[src/rtl/sigstr_pkg.sv]
package sigstr_pkg;

  typedef enum logic [2:0] {
    PH_IDLE,
    PH_RESET,
    PH_TRACK,
    PH_FSTART,
    PH_FWAIT
  } phase_t;

  // strobes from control to datapath
  typedef struct packed {
    logic load;
    logic clearFresh;
  } dpStrobe_t;

endpackage

[src/rtl/sigstr_ctrl.sv]
module sigstr_ctrl
  import sigstr_pkg::*;
#(
  parameter int RST_CYC = 7,
  parameter int PERIOD  = 32
) (
  input  logic      clk,
  input  logic      rst,
  input  logic      modeCont,
  input  logic      measEn,
  input  logic      adcValid,
  output dpStrobe_t strobe,
  output logic      rstSwClosed,
  output logic      holdSwClosed,
  output logic      convStart
);

  localparam int CNT_W = $clog2(PERIOD);
  localparam logic [CNT_W-1:0] RST_LAST = CNT_W'(RST_CYC - 1);
  localparam logic [CNT_W-1:0] PER_LAST = CNT_W'(PERIOD - 1);

  phase_t phase, phaseNext;
  logic [CNT_W-1:0] cnt, cntNext;
  logic enPrev;
  logic pending, pendingNext;
  logic pulseOk;

  logic rise, periodEnd, loadNow, contStop, haveResult;

  assign rise       = measEn & ~enPrev;
  assign periodEnd  = (phase == PH_TRACK) && (cnt == PER_LAST);
  assign convStart  = periodEnd || (phase == PH_FSTART);
  assign loadNow    = adcValid && pending && !rise;
  assign contStop   = (phase == PH_TRACK) && !measEn && modeCont;
  assign haveResult = pulseOk || periodEnd;

  assign rstSwClosed  = (phase == PH_RESET);
  assign holdSwClosed = (phase == PH_TRACK);

  assign strobe.load       = loadNow;
  assign strobe.clearFresh = rise;

  always_comb begin
    phaseNext = phase;
    cntNext   = cnt;
    if (rise) begin
      phaseNext = PH_RESET;
      cntNext   = '0;
    end else begin
      unique case (phase)
        PH_RESET: begin
          if (!measEn) begin
            phaseNext = PH_IDLE;
          end else begin
            cntNext = cnt + 1'b1;
            if (cnt == RST_LAST) phaseNext = PH_TRACK;
          end
        end
        PH_TRACK: begin
          if (!measEn) begin
            phaseNext = (!modeCont && haveResult) ? PH_FSTART : PH_IDLE;
          end else begin
            cntNext = periodEnd ? '0 : cnt + 1'b1;
          end
        end
        PH_FSTART: phaseNext = PH_FWAIT;
        PH_FWAIT:  if (loadNow) phaseNext = PH_IDLE;
        default:   phaseNext = PH_IDLE;
      endcase
    end
  end

  // restart beats a stop, a stop beats a new start, a start beats a completion
  always_comb begin
    if (rise)           pendingNext = 1'b0;
    else if (contStop)  pendingNext = 1'b0;
    else if (convStart) pendingNext = 1'b1;
    else if (loadNow)   pendingNext = 1'b0;
    else                pendingNext = pending;
  end

  always_ff @(posedge clk) begin
    if (rst) begin
      phase   <= PH_IDLE;
      cnt     <= '0;
      enPrev  <= 1'b0;
      pending <= 1'b0;
      pulseOk <= 1'b0;
    end else begin
      phase   <= phaseNext;
      cnt     <= cntNext;
      enPrev  <= measEn;
      pending <= pendingNext;
      if (rise)           pulseOk <= 1'b0;
      else if (periodEnd) pulseOk <= 1'b1;
    end
  end

endmodule

[src/rtl/sigstr_dpath.sv]
module sigstr_dpath
  import sigstr_pkg::*;
#(
  parameter int DATA_W = 8
) (
  input  logic              clk,
  input  logic              rst,
  input  dpStrobe_t         strobe,
  input  logic [DATA_W-1:0] adcData,
  output logic [DATA_W-1:0] strength,
  output logic              strengthFresh
);

  always_ff @(posedge clk) begin
    if (rst) begin
      strength      <= '0;
      strengthFresh <= 1'b0;
    end else begin
      if (strobe.load) strength <= adcData;
      if (strobe.clearFresh)  strengthFresh <= 1'b0;
      else if (strobe.load)   strengthFresh <= 1'b1;
    end
  end

endmodule

[src/rtl/sigstr_seq.sv]
module sigstr_seq
  import sigstr_pkg::*;
#(
  parameter int DATA_W  = 8,
  parameter int RST_CYC = 7,
  parameter int PERIOD  = 32
) (
  input  logic              clk,
  input  logic              rst,
  input  logic              modeCont,
  input  logic              measEn,
  input  logic [DATA_W-1:0] adcData,
  input  logic              adcValid,
  output logic              rstSwClosed,
  output logic              holdSwClosed,
  output logic              convStart,
  output logic [DATA_W-1:0] strength,
  output logic              strengthFresh
);

  dpStrobe_t strobe;

  sigstr_ctrl #(.RST_CYC(RST_CYC), .PERIOD(PERIOD)) ctrl_i (
    .clk(clk), .rst(rst), .modeCont(modeCont), .measEn(measEn),
    .adcValid(adcValid), .strobe(strobe), .rstSwClosed(rstSwClosed),
    .holdSwClosed(holdSwClosed), .convStart(convStart)
  );

  sigstr_dpath #(.DATA_W(DATA_W)) dpath_i (
    .clk(clk), .rst(rst), .strobe(strobe), .adcData(adcData),
    .strength(strength), .strengthFresh(strengthFresh)
  );

endmodule

[config.mk]
export PLATFORM = sky130hd
export DESIGN_NAME = sigstr_seq
export DESIGN_NICKNAME = d
export VERILOG_FILES = /design/src/rtl/sigstr_pkg.sv /design/src/rtl/sigstr_ctrl.sv /design/src/rtl/sigstr_dpath.sv /design/src/rtl/sigstr_seq.sv
export SDC_FILE = /design/constraint.sdc
export NUM_CORES = 1
export LEC_CHECK = 0
export BUFFER_PORTS_ARGS = -buffer_cell sky130_fd_sc_hd__buf_2
export CORE_ASPECT_RATIO = 0.75
export CORE_MARGIN = 4
export CORE_UTILIZATION = 35
export CTS_CLUSTER_SIZE = 12
export DETAILED_ROUTE_END_ITERATION = 6
export PLACE_DENSITY = 0.59
export SLEW_MARGIN = 40
export SYNTH_ARGS = -nofsm -noshare
export SYNTH_HDL_FRONTEND = slang
export SYNTH_SLANG_ARGS = --single-unit
[constraint.sdc]
create_clock -name clk -period 1.3 [get_ports clk]
set_input_delay 0 -clock clk [delete_from_list [all_inputs] [get_ports clk]]
set_output_delay 0 -clock clk [all_outputs]
set_load 0.02 [all_outputs]
==> flow_results.xml <==
<?xml version="1.0" encoding="UTF-8"?>
<metrics>
  <group name="sta">
    <metric name="setup_viol" unit="">8</metric>
    <metric name="drv_slew" unit="">0</metric>
    <metric name="worst_pin_slew" unit="ps">308</metric>
    <metric name="post-route-period-util" unit="%">116</metric>
    <metric name="fin_skew" unit="ps">10.8</metric>
    <metric name="rsz0062_at_grt" unit="">true</metric>
    <metric name="final.setup.tns" unit="ps">-1290</metric>
    <metric name="max-slew-margin-rel" unit="%">79.4</metric>
    <metric name="max_freq" unit="MHz">666</metric>
    <metric name="final_count_of_hold_timing_violations" unit="">0</metric>
    <metric name="post-route-worst-setup-slack" unit="ps">-202</metric>
    <metric name="finalCriticalPeriod" unit="ps">1500</metric>
  </group>
  <group name="die">
    <metric name="design.die.area" unit="µm²">3570</metric>
    <metric name="floorplan.core_area" unit="µm²">2420</metric>
    <metric name="initial_utilization" unit="%">38.6</metric>
    <metric name="placementRows" unit="">15</metric>
    <metric name="io_pins" unit="">25</metric>
    <metric name="die_width" unit="µm">67.6</metric>
    <metric name="fp.dieH" unit="µm">52.7</metric>
  </group>
  <group name="power">
    <metric name="vdd_ir_drop_max" unit="mV">0.602</metric>
    <metric name="leakage_power_summed_over_all_cells" unit="nW">0.575</metric>
    <metric name="total_power" unit="W">0.00113</metric>
    <metric name="power_density" unit="nW/µm²">798</metric>
  </group>
  <group name="critical_path">
    <metric name="cp.arrival" unit="ps">1740</metric>
    <metric name="setup.worst_path.class" unit="">reg -&gt; reg</metric>
    <metric name="worstPathMaxFanout" unit="">4</metric>
    <metric name="timing.critical_path.cells" unit="">ha_4 &gt; and3_4 &gt; ha_4 &gt; nor2_4 &gt; or4_4 &gt; a21oi_2</metric>
    <metric name="ff2ff_path_depth" unit="">6</metric>
    <metric name="worstReg2RegStart" unit="">ctrl_i.cnt[0]</metric>
    <metric name="crit_buf_inv" unit="">0</metric>
    <metric name="crit-reg2reg-capture" unit="">ctrl_i.phase[0]</metric>
    <metric name="worstSetupPathDepth" unit="">6</metric>
    <metric name="crit_end" unit="">ctrl_i.phase[0]</metric>
    <metric name="cpLargestDelayFamily" unit="">simple AND/OR/NAND/NOR gates</metric>
    <metric name="timing.critical_path.from_type" unit="">flip-flop</metric>
    <metric name="critical_path.startpoint" unit="">ctrl_i.cnt[0]</metric>
    <metric name="cpPeakStageDelay" unit="ps">410</metric>
    <metric name="timing.critical_path.to_type" unit="">flip-flop</metric>
    <metric name="ff2ff_setup_slack" unit="ps">-200</metric>
    <metric name="worstPathRequired" unit="ps">1540</metric>
    <metric name="slowest_stage_cell_cp" unit="">or4_4</metric>
    <metric name="critical-path-top-cell-by-count" unit="">ha_4</metric>
  </group>
  <group name="clock_tree">
    <metric name="clock-sinks" unit="">20</metric>
    <metric name="worst_skew_pair.late_latency" unit="ps">300</metric>
    <metric name="clkTransAtPathRegs" unit="ps">120</metric>
    <metric name="clock_tree_from_tritoncts" unit="">yes</metric>
    <metric name="cts-root-buf" unit="">clkbuf_4</metric>
    <metric name="htree_num_levels" unit="">1</metric>
    <metric name="number_of_buffers_on_the_longest_clock_path" unit="">2</metric>
    <metric name="tritoncts_buffer_count" unit="">3</metric>
  </group>
  <group name="placement">
    <metric name="post_place_cells" unit="">173</metric>
    <metric name="finalWeightedCongestion" unit="">0.829</metric>
    <metric name="port_buffers" unit="">24</metric>
    <metric name="place.detailed.hpwl" unit="µm">1740</metric>
  </group>
  <group name="layout">
    <metric name="antennaDiodeCount" unit="">0</metric>
    <metric name="layout.core_utilization" unit="%">58.4</metric>
    <metric name="most_common_library_cell_in_the_layout_ignoring_fill_and_taps" unit="">buf_2</metric>
    <metric name="final_net_count" unit="">173</metric>
    <metric name="layout-drive-gt1-share" unit="%">41.7</metric>
    <metric name="sequential_cell_area" unit="µm²">407</metric>
    <metric name="nFillCells" unit="">204</metric>
    <metric name="most_frequent_cells_in_the_layout" unit="">22 x buf_2, 15 x a21oi_1, 15 x dfxtp_1</metric>
    <metric name="finalNonFillerCells" unit="">190</metric>
    <metric name="area.growth.synth_to_final" unit="%">51.5</metric>
    <metric name="multi_input_area" unit="µm²">561</metric>
  </group>
  <group name="synthesis">
    <metric name="synth_top_area_share" unit="%">42.9</metric>
    <metric name="syn-instance-count" unit="">110</metric>
    <metric name="post_synth_main_area_contributors" unit="">dfxtp_1 43%, a21oi_1 8.6%, o21ai_0 6.4%</metric>
    <metric name="ys.warnings.count" unit="">0</metric>
    <metric name="synthesized_net_count" unit="">126</metric>
    <metric name="syn_area_per_cell" unit="µm²">8.49</metric>
    <metric name="post_synth_num_cell_types" unit="">31</metric>
    <metric name="ys_seq_area_share" unit="%">42.9</metric>
    <metric name="synth_area" unit="µm²">933</metric>
    <metric name="synth_top_cell_by_area" unit="">dfxtp_1</metric>
    <metric name="postSynthRegisterBits" unit="">20</metric>
  </group>
  <group name="grt">
    <metric name="grt_max_degree" unit="">14</metric>
    <metric name="vias_in_the_first_global_route" unit="">916</metric>
    <metric name="grt_antenna_before_repair" unit="">0</metric>
    <metric name="total_routing_resource_utilization_after_global_routing" unit="%">15.8</metric>
    <metric name="grt_first_pass_wirelength" unit="µm">4290</metric>
    <metric name="grt_overflow_total" unit="">0</metric>
  </group>
  <group name="hold_path">
    <metric name="hp-class" unit="">in -&gt; reg</metric>
    <metric name="hold_depth" unit="">2</metric>
  </group>
  <group name="drt">
    <metric name="first_pass_iters" unit="">4</metric>
    <metric name="drt-total-wl" unit="µm">2580</metric>
    <metric name="routedWlPerCell" unit="µm">13.6</metric>
    <metric name="post-route-drc-count" unit="">0</metric>
    <metric name="detailroute.via_count" unit="">992</metric>
    <metric name="drt_iter0_drc" unit="">62</metric>
    <metric name="viasPerCell" unit="">5.22</metric>
    <metric name="detail-route-antenna-nets" unit="">0</metric>
  </group>
  <group name="flow_run">
    <metric name="max_cap_viol_count" unit="">0</metric>
  </group>
  <group name="outcome">
    <metric name="violations" unit="">negative setup slack</metric>
    <metric name="run_status" unit="">finished with violations</metric>
  </group>
</metrics>
[report_power, final]
| part | leakage (nW) | switching, W | internal [W] |
|---|---|---|---|
| Sequential | 0.164 | 0.00000393 | 0.000619 |
| Clock | 0.0210 | 0.000192 | 0.000171 |
| Combinational | 0.390 | 0.0000731 | 0.0000690 |
[repair_timing]
| item | 4_1_cts | 5_1_grt |
|---|---|---|
| resized for setup | 17 | 11 |
| setup endpoints to repair | 10 | 13 |
| pin swaps | 3 | 3 |
| setup buffers | 3 | 1 |
| hold endpoints to repair | 9 | 0 |
| hold buffers | 9 | 0 |
[sequential cells by signal (all words and copies together), names as in the netlist]
name and flops:
ctrl_i.pending 1, dpath_i.strengthFresh 1, ctrl_i.enPrev 1, ctrl_i.pulseOk 1
ctrl_i.phase 3, ctrl_i.cnt 5, dpath_i.strength 8
[cell families (layout without fill, tap and decap cells)]
group | count (synthesis) | in the layout | share of synthesized area (%)
compound gates | 37 | 37 | 22.8
simple gates | 37 | 37 | 22.7
flops | 20 | 20 | 42.9
buf+inv | 11 | 57 | 5.76
fa+ha+maj | 3 | 3 | 4.02
xor+xnor | 2 | 2 | 1.88
[worst reg2reg max path: stages, from the launching register on]
cell and delay, ps:
dfxtp_2 370, ha_4 130, and3_4 190, ha_4 170, nor2_4 50, or4_4 410
a21oi_2 130
[stage by stage]
step	instance area [µm²]	hold slack, ps	setup WS, ps
floorplan	941	148	-145
global placement	1150	255	-155
detailed placement	1150	265	-194
CTS	1370	11.3	-215
global route	1410	18.1	-289
finish	1410	17.9	-202
[layer usage]
metal  GRT usage, %  wire length [µm]  up-vias
li1               -                 -      485
met1           21.0              1150      465
met2           25.5              1210       36
met3           5.15               187        6
met4           1.68                24        0
met5              0                 0        -
[cell type report]
cell class | count | area share [%]
multi-input cells | 79 | 39.6
well taps | 34 | 3.01
inverters | 4 | 1.24
repair buffers | 49 | 24.8
flip-flops and latches | 20 | 28.8
clock buffers | 4 | 2.57
[synthesized netlist by cell type]
cell type,number
nor3_1,2
xnor2_1,1
nand2b_1,3
and2_1,1
inv_1,4
and3_1,1
buf_4,1
dfxtp_1,20
buf_6,1
nand2_1,2
o21ai_0,12
or3b_4,1
clkbuf_1,3
nand3_1,11
nor2_1,6
a31oi_1,1
nand4bb_1,1
or4_1,3
buf_1,1
buf_2,1
ha_1,3
o221a_2,1
a311o_1,1
a21oi_1,16
a21boi_0,1
o211ai_1,1
o31ai_1,2
nor3b_1,2
nor2b_1,4
a211oi_1,2
xor2_1,1
[how the worst min path moves through the flow]
stage                     startpoint                  end  slack [ps]
after floorplan           adcData[0]  dpath_i.strength[0]         150
after global placement    adcData[4]  dpath_i.strength[4]         250
after detailed placement  adcData[1]  dpath_i.strength[1]         260
after CTS                        rst      ctrl_i.phase[0]          10
after global routing             rst      ctrl_i.phase[0]          20
final                            rst      ctrl_i.phase[0]          20
No activity file was read; power rests on OpenSTA's default activity.
